**config.mk**
```make
export PLATFORM = sky130hd
export DESIGN_NAME = t2cfg_mapper
export DESIGN_NICKNAME = d
export VERILOG_FILES = /design/src/rtl/t2cfg_pkg.sv /design/src/rtl/t2cfg_ctrl_regs.sv /design/src/rtl/t2cfg_decode.sv /design/src/rtl/t2cfg_lanes.sv /design/src/rtl/t2cfg_mapper.sv
export SDC_FILE = /design/constraint.sdc
export NUM_CORES = 1
export LEC_CHECK = 0
export ABC_AREA = 1
export BUFFER_PORTS_ARGS = -buffer_cell sky130_fd_sc_hd__buf_2
export CAP_MARGIN = 15
export CORE_UTILIZATION = 50
export DETAILED_ROUTE_END_ITERATION = 10
export GPL_TIMING_DRIVEN = 0
export PLACE_DENSITY = 0.8
export SKIP_LAST_GASP = 1
export SLEW_MARGIN = 40
export SYNTH_ARGS = -nofsm -noshare
export SYNTH_HDL_FRONTEND = slang
export SYNTH_SLANG_ARGS = --single-unit
```
**constraint.sdc**
```tcl
create_clock -name clk -period 2.5 [get_ports clk]
set_input_delay 0.25 -clock clk [delete_from_list [all_inputs] [get_ports clk]]
set_output_delay 0.25 -clock clk [all_outputs]
set_load 0.01 [all_outputs]
```
**src/rtl/t2cfg_pkg.sv**
```systemverilog
package t2cfg_pkg;
  // Classification of one host access
  typedef enum logic [1:0] {
    KIND_PASS   = 2'd0,
    KIND_KEYREG = 2'd1,
    KIND_BUSREG = 2'd2,
    KIND_WINDOW = 2'd3
  } acc_kind_e;

  typedef enum logic {
    ST_IDLE = 1'b0,
    ST_WAIT = 1'b1
  } map_state_e;
endpackage

```
**src/rtl/t2cfg_ctrl_regs.sv**
```systemverilog
module t2cfg_ctrl_regs #(
  parameter int REG_W = 8
) (
  input  logic             clk,
  input  logic             rst,
  input  logic             key_we,
  input  logic             bus_we,
  input  logic [REG_W-1:0] wbyte,
  output logic [REG_W-1:0] key_q,
  output logic [REG_W-1:0] bus_q
);
  always_ff @(posedge clk) begin
    if (rst) begin
      key_q <= '0;
      bus_q <= '0;
    end else begin
      if (key_we) key_q <= wbyte;
      if (bus_we) bus_q <= wbyte;
    end
  end
endmodule

```
**src/rtl/t2cfg_decode.sv**
```systemverilog
module t2cfg_decode
  import t2cfg_pkg::*;
#(
  parameter int                ADDR_W   = 16,
  parameter int                WIN_BITS = 12,
  parameter int                DEV_W    = 4,
  parameter int                OFF_W    = 8,
  parameter int                KEY_W    = 4,
  parameter logic [ADDR_W-1:0] EN_PORT  = 16'h0CF8,
  parameter logic [ADDR_W-1:0] FWD_PORT = 16'h0CFA,
  parameter logic [ADDR_W-1:0] WIN_BASE = 16'hC000,
  parameter logic [KEY_W-1:0]  KEY_OPEN = 4'hF
) (
  input  logic [ADDR_W-1:0] addr,
  input  logic [1:0]        size,
  input  logic [KEY_W-1:0]  key,
  output acc_kind_e         kind,
  output logic [DEV_W-1:0]  dev,
  output logic [OFF_W-1:0]  off
);
  localparam int TAG_W = ADDR_W - WIN_BITS;
  localparam logic [TAG_W-1:0] WIN_TAG = WIN_BASE[ADDR_W-1:WIN_BITS];

  logic in_window;
  logic is_byte;

  assign in_window = (addr[ADDR_W-1:WIN_BITS] == WIN_TAG);
  assign is_byte   = (size == 2'd0);
  assign dev       = addr[WIN_BITS-1 -: DEV_W];
  assign off       = addr[OFF_W-1:0];

  // Control ports win over the window; the window needs the open key.
  always_comb begin
    if (is_byte && addr == EN_PORT)           kind = KIND_KEYREG;
    else if (is_byte && addr == FWD_PORT)     kind = KIND_BUSREG;
    else if (in_window && key == KEY_OPEN)    kind = KIND_WINDOW;
    else                                      kind = KIND_PASS;
  end
endmodule

```
**src/rtl/t2cfg_lanes.sv**
```systemverilog
module t2cfg_lanes #(
  parameter int LANES = 4,
  parameter int LW    = $clog2(LANES)
) (
  input  logic [1:0]         size,
  input  logic [LW-1:0]      lane_off,
  output logic [LANES-1:0]   be,
  input  logic [LANES-1:0]   be_held,
  input  logic               nodev,
  input  logic [8*LANES-1:0] rsp_data,
  output logic [8*LANES-1:0] shaped
);
  logic [7:0] span;

  always_comb begin
    case (size)
      2'd0:    span = 8'd1;
      2'd1:    span = 8'd2;
      default: span = 8'd4;
    endcase
  end

  for (genvar i = 0; i < LANES; i++) begin : g_lane
    assign be[i] = (8'(i) >= 8'(lane_off)) && (8'(i) < 8'(lane_off) + span);
    assign shaped[8*i +: 8] = be_held[i] ? (nodev ? 8'hFF : rsp_data[8*i +: 8]) : 8'h00;
  end
endmodule

```
**src/rtl/t2cfg_mapper.sv**
```systemverilog
module t2cfg_mapper
  import t2cfg_pkg::*;
#(
  parameter int                ADDR_W    = 16,
  parameter int                DATA_W    = 32,
  parameter int                BUS_W     = 8,
  parameter int                KEY_W     = 4,
  parameter int                FUNC_W    = 3,
  parameter int                DEV_W     = 4,
  parameter int                DEV_OUT_W = 5,
  parameter int                OFF_W     = 8,
  parameter int                WIN_BITS  = 12,
  parameter logic [ADDR_W-1:0] EN_PORT   = 16'h0CF8,
  parameter logic [ADDR_W-1:0] FWD_PORT  = 16'h0CFA,
  parameter logic [ADDR_W-1:0] WIN_BASE  = 16'hC000,
  parameter logic [KEY_W-1:0]  KEY_OPEN  = 4'hF
) (
  input  logic              clk,
  input  logic              rst,
  input  logic              io_valid,
  input  logic              io_write,
  input  logic [ADDR_W-1:0] io_addr,
  input  logic [1:0]        io_size,
  input  logic [DATA_W-1:0] io_wdata,
  output logic              io_ready,
  output logic              io_rsp_valid,
  output logic [DATA_W-1:0] io_rdata,
  output logic              pt_valid,
  output logic              pt_write,
  output logic [ADDR_W-1:0] pt_addr,
  output logic [1:0]        pt_size,
  output logic [DATA_W-1:0] pt_wdata,
  output logic              cfg_req_valid,
  output logic              cfg_req_write,
  output logic [BUS_W-1:0]  cfg_bus,
  output logic [DEV_OUT_W-1:0] cfg_dev,
  output logic [FUNC_W-1:0] cfg_func,
  output logic [OFF_W-$clog2(DATA_W/8)-1:0] cfg_dword,
  output logic [DATA_W/8-1:0] cfg_be,
  output logic [DATA_W-1:0] cfg_wdata,
  input  logic              cfg_rsp_valid,
  input  logic              cfg_rsp_nodev,
  input  logic [DATA_W-1:0] cfg_rsp_data
);
  localparam int LANES = DATA_W / 8;
  localparam int LW    = $clog2(LANES);
  localparam int REG_W = KEY_W + FUNC_W + 1;

  map_state_e       state;
  acc_kind_e        kind;
  logic [DEV_W-1:0] dev;
  logic [OFF_W-1:0] off;
  logic [REG_W-1:0] key_q;
  logic [REG_W-1:0] bus_q;
  logic [REG_W-1:0] wbyte;
  logic [REG_W-1:0] reg_sel;
  logic [LW+2:0]    lane_shift;
  logic [LANES-1:0] be_now;
  logic [LANES-1:0] be_held;
  logic             write_held;
  logic [DATA_W-1:0] shaped;
  logic             accept;
  logic             key_we;
  logic             bus_we;

  assign io_ready   = (state == ST_IDLE);
  assign accept     = io_valid && io_ready;
  assign lane_shift = {io_addr[LW-1:0], 3'b000};
  assign wbyte      = io_wdata[lane_shift +: REG_W];
  assign key_we     = accept && io_write && (kind == KIND_KEYREG);
  assign bus_we     = accept && io_write && (kind == KIND_BUSREG);
  assign reg_sel    = (kind == KIND_KEYREG) ? key_q : bus_q;

  t2cfg_decode #(
    .ADDR_W(ADDR_W), .WIN_BITS(WIN_BITS), .DEV_W(DEV_W), .OFF_W(OFF_W),
    .KEY_W(KEY_W), .EN_PORT(EN_PORT), .FWD_PORT(FWD_PORT),
    .WIN_BASE(WIN_BASE), .KEY_OPEN(KEY_OPEN)
  ) u_decode (
    .addr (io_addr),
    .size (io_size),
    .key  (key_q[REG_W-1 -: KEY_W]),
    .kind (kind),
    .dev  (dev),
    .off  (off)
  );

  t2cfg_ctrl_regs #(.REG_W(REG_W)) u_regs (
    .clk    (clk),
    .rst    (rst),
    .key_we (key_we),
    .bus_we (bus_we),
    .wbyte  (wbyte),
    .key_q  (key_q),
    .bus_q  (bus_q)
  );

  t2cfg_lanes #(.LANES(LANES), .LW(LW)) u_lanes (
    .size     (io_size),
    .lane_off (off[LW-1:0]),
    .be       (be_now),
    .be_held  (be_held),
    .nodev    (cfg_rsp_nodev),
    .rsp_data (cfg_rsp_data),
    .shaped   (shaped)
  );

  always_ff @(posedge clk) begin
    if (rst) begin
      state         <= ST_IDLE;
      io_rsp_valid  <= 1'b0;
      io_rdata      <= '0;
      pt_valid      <= 1'b0;
      pt_write      <= 1'b0;
      pt_addr       <= '0;
      pt_size       <= '0;
      pt_wdata      <= '0;
      cfg_req_valid <= 1'b0;
      cfg_req_write <= 1'b0;
      cfg_bus       <= '0;
      cfg_dev       <= '0;
      cfg_func      <= '0;
      cfg_dword     <= '0;
      cfg_be        <= '0;
      cfg_wdata     <= '0;
      be_held       <= '0;
      write_held    <= 1'b0;
    end else begin
      io_rsp_valid  <= 1'b0;
      pt_valid      <= 1'b0;
      cfg_req_valid <= 1'b0;
      case (state)
        ST_IDLE: begin
          if (accept) begin
            case (kind)
              KIND_KEYREG, KIND_BUSREG: begin
                io_rsp_valid <= 1'b1;
                io_rdata     <= io_write ? '0 : (DATA_W'(reg_sel) << lane_shift);
              end
              KIND_WINDOW: begin
                cfg_req_valid <= 1'b1;
                cfg_req_write <= io_write;
                cfg_bus       <= bus_q[BUS_W-1:0];
                cfg_dev       <= DEV_OUT_W'(dev);
                cfg_func      <= key_q[FUNC_W:1];
                cfg_dword     <= off[OFF_W-1:LW];
                cfg_be        <= be_now;
                cfg_wdata     <= io_wdata;
                be_held       <= be_now;
                write_held    <= io_write;
                state         <= ST_WAIT;
              end
              default: begin
                pt_valid <= 1'b1;
                pt_write <= io_write;
                pt_addr  <= io_addr;
                pt_size  <= io_size;
                pt_wdata <= io_wdata;
              end
            endcase
          end
        end
        ST_WAIT: begin
          if (cfg_rsp_valid) begin
            io_rsp_valid <= 1'b1;
            io_rdata     <= write_held ? '0 : shaped;
            state        <= ST_IDLE;
          end
        end
        default: state <= ST_IDLE;
      endcase
    end
  end
endmodule

```
==> results.md, run 1 <==
- TritonCTS clock tree: yes
- Die boundary width: 119 um
- Worst endpoint required time: 2.81 ns
- Fraction of layout instances using a drive strength above 1: 0.273
- Post-CTS setup-driven buffer insertion count: 0
- Fin util: 0.663
- Type of origin of the critical path: primary input
- Max IR drop VDD: 0.444 mV
- Aggregate global-route resource usage: 0.321
- Clock Tree Buf Depth: 2
- Number of distinct standard cells referenced by the synthesized netlist: 33
- GRT overflow: 0
- Placed Instances: 1332
- Overall die height: 119 um
- Detailed-placement wirelength estimate: 16.7 mm
- Hold crit path type: in2reg
- Inserted Clock Buffers: 17
- CTS root buf: clkbuf_16
- Setup Crit Path Kind: in2reg
- Peak clock frequency supported by timing: 483 MHz
- Worst slack, placed: 0.112 ns
- Wire length per cell after detailed routing: 16.7 um
- Transition time at the pin with the least slew margin: 0.693 ns
- Pins Over Slew Limit: 0
- Power density over cell area: 657 nW/um2
- Total setup violations reported at the end of the flow: 0
- Number of antenna cells inserted: 0
- ANT nets after route: 0
- Wire length of the first global-routing pass: 35.4 mm
- Clock transition at the registers of the reported paths: 0.06 ns
- Routed via count divided by cell count: 5.41
- Average cell area after synthesis: 7.36 um2
- Fill cell count: 1248
- Area added between synthesis and finish: 29.0%
- Start of the worst register-to-register path: u_regs.key_q[5]
- Number of global-route vias before repair: 6899
- CORE AREA: 13200 um2
- RSZ-0062 raised after global routing: false
- Post-route setup TNS: 0 ns
- Final Routed Wirelength: 22.7 mm
- Starting density of the core: 0.514
- Max-Cap Viols: 0
- Flop-to-flop setup slack: 0.52 ns
- Commonest non-fill, non-tap cell in the layout: nand2_1
- Total via count in the routed design: 7374
- Number of synthesized register bits: 161
- Clock latency reported for the late side of the worst-skew pair: 0.43 ns
- Register cell area after layout: 3220 um2
- Die area: 14100 um2
- Final Wtd Congestion: 0.918
- Static power due to leakage: 4.17 nW
- Synth Warn #: 0
- Antenna violations before repair: 0
- First-iteration detailed-routing DRC count: 691
- Post-synthesis instance area: 6810 um2
- Final clock period utilization by the worst path: 0.828
- Combined area of the multi-input logic cells: 3070 um2
- Residual DRC count: 0
- Sequential element share of the synthesized area: 0.474
- Final std cell area, no fill: 8780 um2
- Final worst clock skew: 0.00749 ns
- Number of H-tree branching levels: 4
- Post-Place Cell Area: 8180 um2
- Rows: 42
- Number of instances in the synthesized netlist: 925
- Worst path setup slack after routing: 0.431 ns
- Relative max-transition margin: 0.538
- Final Hold Violating Endpoints: 0
- Pin count of the biggest net entering global routing: 17
- Number of top-level design ports: 234
- Non-filler instance count after layout: 1364
- Mapped Nets: 1019
- Number of buffers inserted for hold repair after clock tree synthesis: 0
- Beginning of the worst hold path: cfg_rsp_valid
- Total iterations of the first detailed-routing run: 8
- Endpoint arrival time on the critical path: 2.38 ns
- Element type at the critical path end: register
- Net total in the final layout: 1269
- Outcome: finished, final reports clean
- Quantity of gates resized following cts: 0
- Most frequent cells in the layout: nand2_1 (253), buf_2 (251), dfxtp_1 (161)
- CP Launch Point: io_addr[1]
- Port-buffer cells: 231
- Final period demand of the worst path: 2.07 ns
- Number of sinks handled by clock tree synthesis: 161
- Peak fanout along the critical path: 10
[final cells by class]
cell class | instances | area share
clock inverter | 9 | 0.0150
buffer | 63 | 0.0415
timing repair buffer | 231 | 0.132
inverter | 41 | 0.0175
clock buffer | 23 | 0.0533
tap | 176 | 0.0251
multi-input combinational | 660 | 0.349
sequential | 161 | 0.367
[path summary, 6_finish.rpt]
check,end,cells after the start
worst min register to register,pt_addr[4],2
worst max-delay path,io_rdata[15],14
worst min-delay path,state,2
worst max register to register,io_rdata[15],11
[synth_stat cells, drive strengths merged]
| cell type | number | area [um2] |
|---|---|---|
| nand3 | 54 | 275 |
| nand2 | 258 | 981 |
| o21a | 7 | 52.6 |
| dfxtp | 161 | 3220 |
| o221ai | 1 | 8.76 |
| a21oi | 127 | 636 |
| conb | 1 | 3.75 |
| clkbuf | 22 | 83.8 |
| nor3 | 5 | 45.0 |
| buf | 41 | 280 |
| nor2 | 93 | 377 |
| fa | 1 | 20.0 |
| ha | 5 | 62.6 |
| clkinv | 1 | 3.75 |
| a31oi | 12 | 75.1 |
| o31ai | 1 | 7.51 |
| nand3b | 1 | 7.51 |
| inv | 40 | 150 |
| nand4 | 20 | 140 |
| o21ai | 73 | 365 |
| a221oi | 1 | 8.76 |
[sequential cells by signal, indices dropped and copies added, names as in the netlist, 2 cells and up]
signal and count:
cfg_wdata 32, cfg_bus 8, pt_size 2, cfg_dword 6, u_regs.bus_q 8, be_held 4
cfg_func 3, pt_addr 16, pt_wdata 32, cfg_dev 4, io_rdata 32, u_regs.key_q 8
[worst max-delay path, cell delays in order]
cell and delay (ns):
buf_2 0.13, buf_4 0.17, nor2_2 0.16, buf_4 0.21
buf_4 0.19, nand2_1 0.06, nand2_1 0.09, inv_1 0.06
ha_1 0.29, nand2_1 0.09, nand2_2 0.13, buf_2 0.22
o21ai_0 0.24, a21oi_1 0.06
[layer usage]
| layer | share of wire | global-route usage | vias to the layer above | wire length, um |
|---|---|---|---|---|
| met3 | 0.088 | 0.0709 | 65 | 2010 |
| li1 | - | - | 3543 | - |
| met2 | 0.46 | 0.520 | 389 | 10500 |
| met1 | 0.42 | 0.416 | 3377 | 9630 |
| met4 | 0.028 | 0.123 | 0 | 626 |
| met5 | 0 | 0 | - | 0 |
[per-stage QoR]
step                power [W]  hold slack (ns)
global route          0.00593           0.0416
detailed placement    0.00315            0.452
floorplan             0.00292            0.353
finish                0.00577           0.0324
global placement      0.00314            0.447
CTS                   0.00577           0.0199
[power breakdown]
group	internal (W)	switching, W	total (W)
sequential	0.00261	0.0000229	0.00264
combinational	0.000161	0.000305	0.000466
clock	0.00162	0.00105	0.00267
[kinds of logic after synthesis]
| logic type | Yosys count | share of synthesized area |
|---|---|---|
| fa+ha+maj | 6 | 0.0121 |
| buf+inv | 104 | 0.0761 |
| compound gates | 222 | 0.169 |
| flops | 161 | 0.474 |
| simple gates | 431 | 0.268 |
| other cells | 1 | 0.000551 |
Power figures use the tool's default switching activity.
==> inputs of run 2 (changes only) <==
Settings changed: CORE_UTILIZATION 50 to 45, PLACE_DENSITY 0.8 to 0.76.
Clock period 2.5 ns to 1.9 ns, I/O delays scaled along.
==> results.md, run 2 (synthesis results as in run 1) <==
- Final period demand of the worst path: 1.85 ns
- Final Wtd Congestion: 0.917
- Worst hold path depth: 3
- Clock Tree Buf Depth: 2
- Overall die height: 125 um
- Terminating pin of the worst hold path: pt_addr[12]
- RSZ-0062 raised after global routing: true
- Rows: 44
- Fin util: 0.617
- Pin count of the biggest net entering global routing: 17
- Total via count in the routed design: 7408
- Final clock period utilization by the worst path: 0.975
- Sum of internal, switching and leakage power: 0.00759 W
- Violations in the final reports: DRC
- Die area: 15600 um2
- Relative max-transition margin: 0.577
- Number of antenna cells inserted: 0
- Number of H-tree branching levels: 4
- Port-buffer cells: 231
- TritonCTS clock tree: yes
- Antenna violations before repair: 0
- Peak clock frequency supported by timing: 540 MHz
- Area added between synthesis and finish: 32.8%
- CORE AREA: 14600 um2
- Net total in the final layout: 1276
- Static power due to leakage: 4.26 nW
- First-iteration detailed-routing DRC count: 689
- Number of sinks handled by clock tree synthesis: 161
- Die boundary width: 125 um
- Registers with the highest flip-flop counts: cfg_wdata x32, io_rdata x32, pt_wdata x32
- Number of top-level design ports: 234
- Met2 Track Usage GR: 0.457
- Endpoint arrival time on the critical path: 2.17 ns
- Count of cells along the worst register-to-register path: 12
- Fill cell count: 1356
- Commonest non-fill, non-tap cell in the layout: nand2_1
- Detailed-placement wirelength estimate: 17.3 mm
- Worst reg2reg endpoint: io_rdata[0]
- Flop-to-flop setup slack: 0.05 ns
- Clock latency reported for the late side of the worst-skew pair: 0.43 ns
- Routed via count divided by cell count: 5.37
- GRT overflow: 0
- Outcome: finished with violations
- Type of origin of the critical path: register
- Busiest grt layer: met2
- ANT nets after route: 0
- Setup Crit Path Kind: reg2reg
- Transition time at the pin with the least slew margin: 0.635 ns
- Power density over cell area: 840 nW/um2
- Fraction of layout instances using a drive strength above 1: 0.295
- Hold crit path type: in2reg
- Worst slack, placed: -0.449 ns
- Final worst clock skew: 0.0105 ns
- Wire length of the first global-routing pass: 36.0 mm
- Aggregate global-route resource usage: 0.293
- Residual DRC count: 22
- Wire length per cell after detailed routing: 16.9 um
- Start of the worst register-to-register path: u_regs.key_q[4]
- Element type at the critical path end: register
- Fin Hold WS: 0.0257 ns
- Starting density of the core: 0.465
- Final std cell area, no fill: 9040 um2
- Total iterations of the first detailed-routing run: 9
- Number of global-route vias before repair: 6837
- Clock transition at the registers of the reported paths: 0.07 ns
- Worst endpoint required time: 2.22 ns
- Total setup violations reported at the end of the flow: 0
- Pins Over Slew Limit: 0
- Final Hold Violating Endpoints: 0
- Max-Cap Viols: 0
- Final Routed Wirelength: 23.3 mm
- Post-Place Cell Area: 8190 um2
- GR met1 Demand/Resource: 0.387
- Beginning of the worst hold path: io_addr[12]
- Max IR drop VDD: 0.678 mV
- Worst path setup slack after routing: 0.0475 ns
- Most frequent cells in the layout: nand2_1 (250), buf_2 (244), dfxtp_1 (159)
- Inserted Clock Buffers: 17
- Met3 GRT Util: 0.0642
- CTS root buf: clkbuf_16
- Peak fanout along the critical path: 8
-- run 2: worst max-delay path by stage --
stage | to | start
after floorplan | io_rdata[12] | io_addr[1]
after global placement | io_rdata[21] | io_addr[0]
after detailed placement | io_rdata[13] | io_addr[1]
after CTS | io_rdata[1] | io_addr[1]
after global routing | io_rdata[0] | u_regs.key_q[4]
final | io_rdata[0] | u_regs.key_q[4]
-- run 2: through the flow --
step,setup TNS [ns],instances
2_1_floorplan,0,925
3_3_place_gp,-35.20,1340
3_5_place_dp,-40.39,1340
4_1_cts,0,1373
5_1_grt,-0.840,1379
6_report,0,1379
-- run 2: routing by layer --
layer / wire (um) / up-vias
met3: 1920 / 58
met2: 10700 / 348
met4: 745 / 0
met5: 0 / -
li1: - / 3569
met1: 9970 / 3433
-- run 2: area by class of cell --
cell class,count,area (um2),area share
Buffer,62,417,0.0461
Clock buffer,21,480,0.0531
Clock inverter,11,128,0.0141
Inverter,41,161,0.0179
Multi-Input combinational cell,660,3130,0.346
Sequential cell,161,3230,0.357
Tap cell,184,230,0.0255
Timing Repair Buffer,239,1270,0.141
-- run 2: timing repair --
action / in CTS / in global routing
endpoints found under the hold margin: 1 / 0
endpoints found under the setup margin: 1 / 77
cloned: 0 / 3
hold buffers: 1 / 0
pin swaps: 0 / 7
setup buffers: 0 / 4
resized for setup: 1 / 64
-- run 2: power by group --
group / switching, W / internal (W)
Clock: 0.00143 / 0.00208
Combinational: 0.000400 / 0.000216
Sequential: 0.0000301 / 0.00344
Total: 0.00186 / 0.00573
-- run 2: critical path: stages, from the launching register on --
cell and delay (ns):
dfxtp_2 0.34, nand2_1 0.05, nor2_1 0.09, nand4_1 0.14, nand2_2 0.13, inv_1 0.07
ha_4 0.27, nand2_2 0.08, nand2_8 0.15, inv_8 0.06, clkbuf_16 0.15, nor2_2 0.11
a21oi_1 0.08
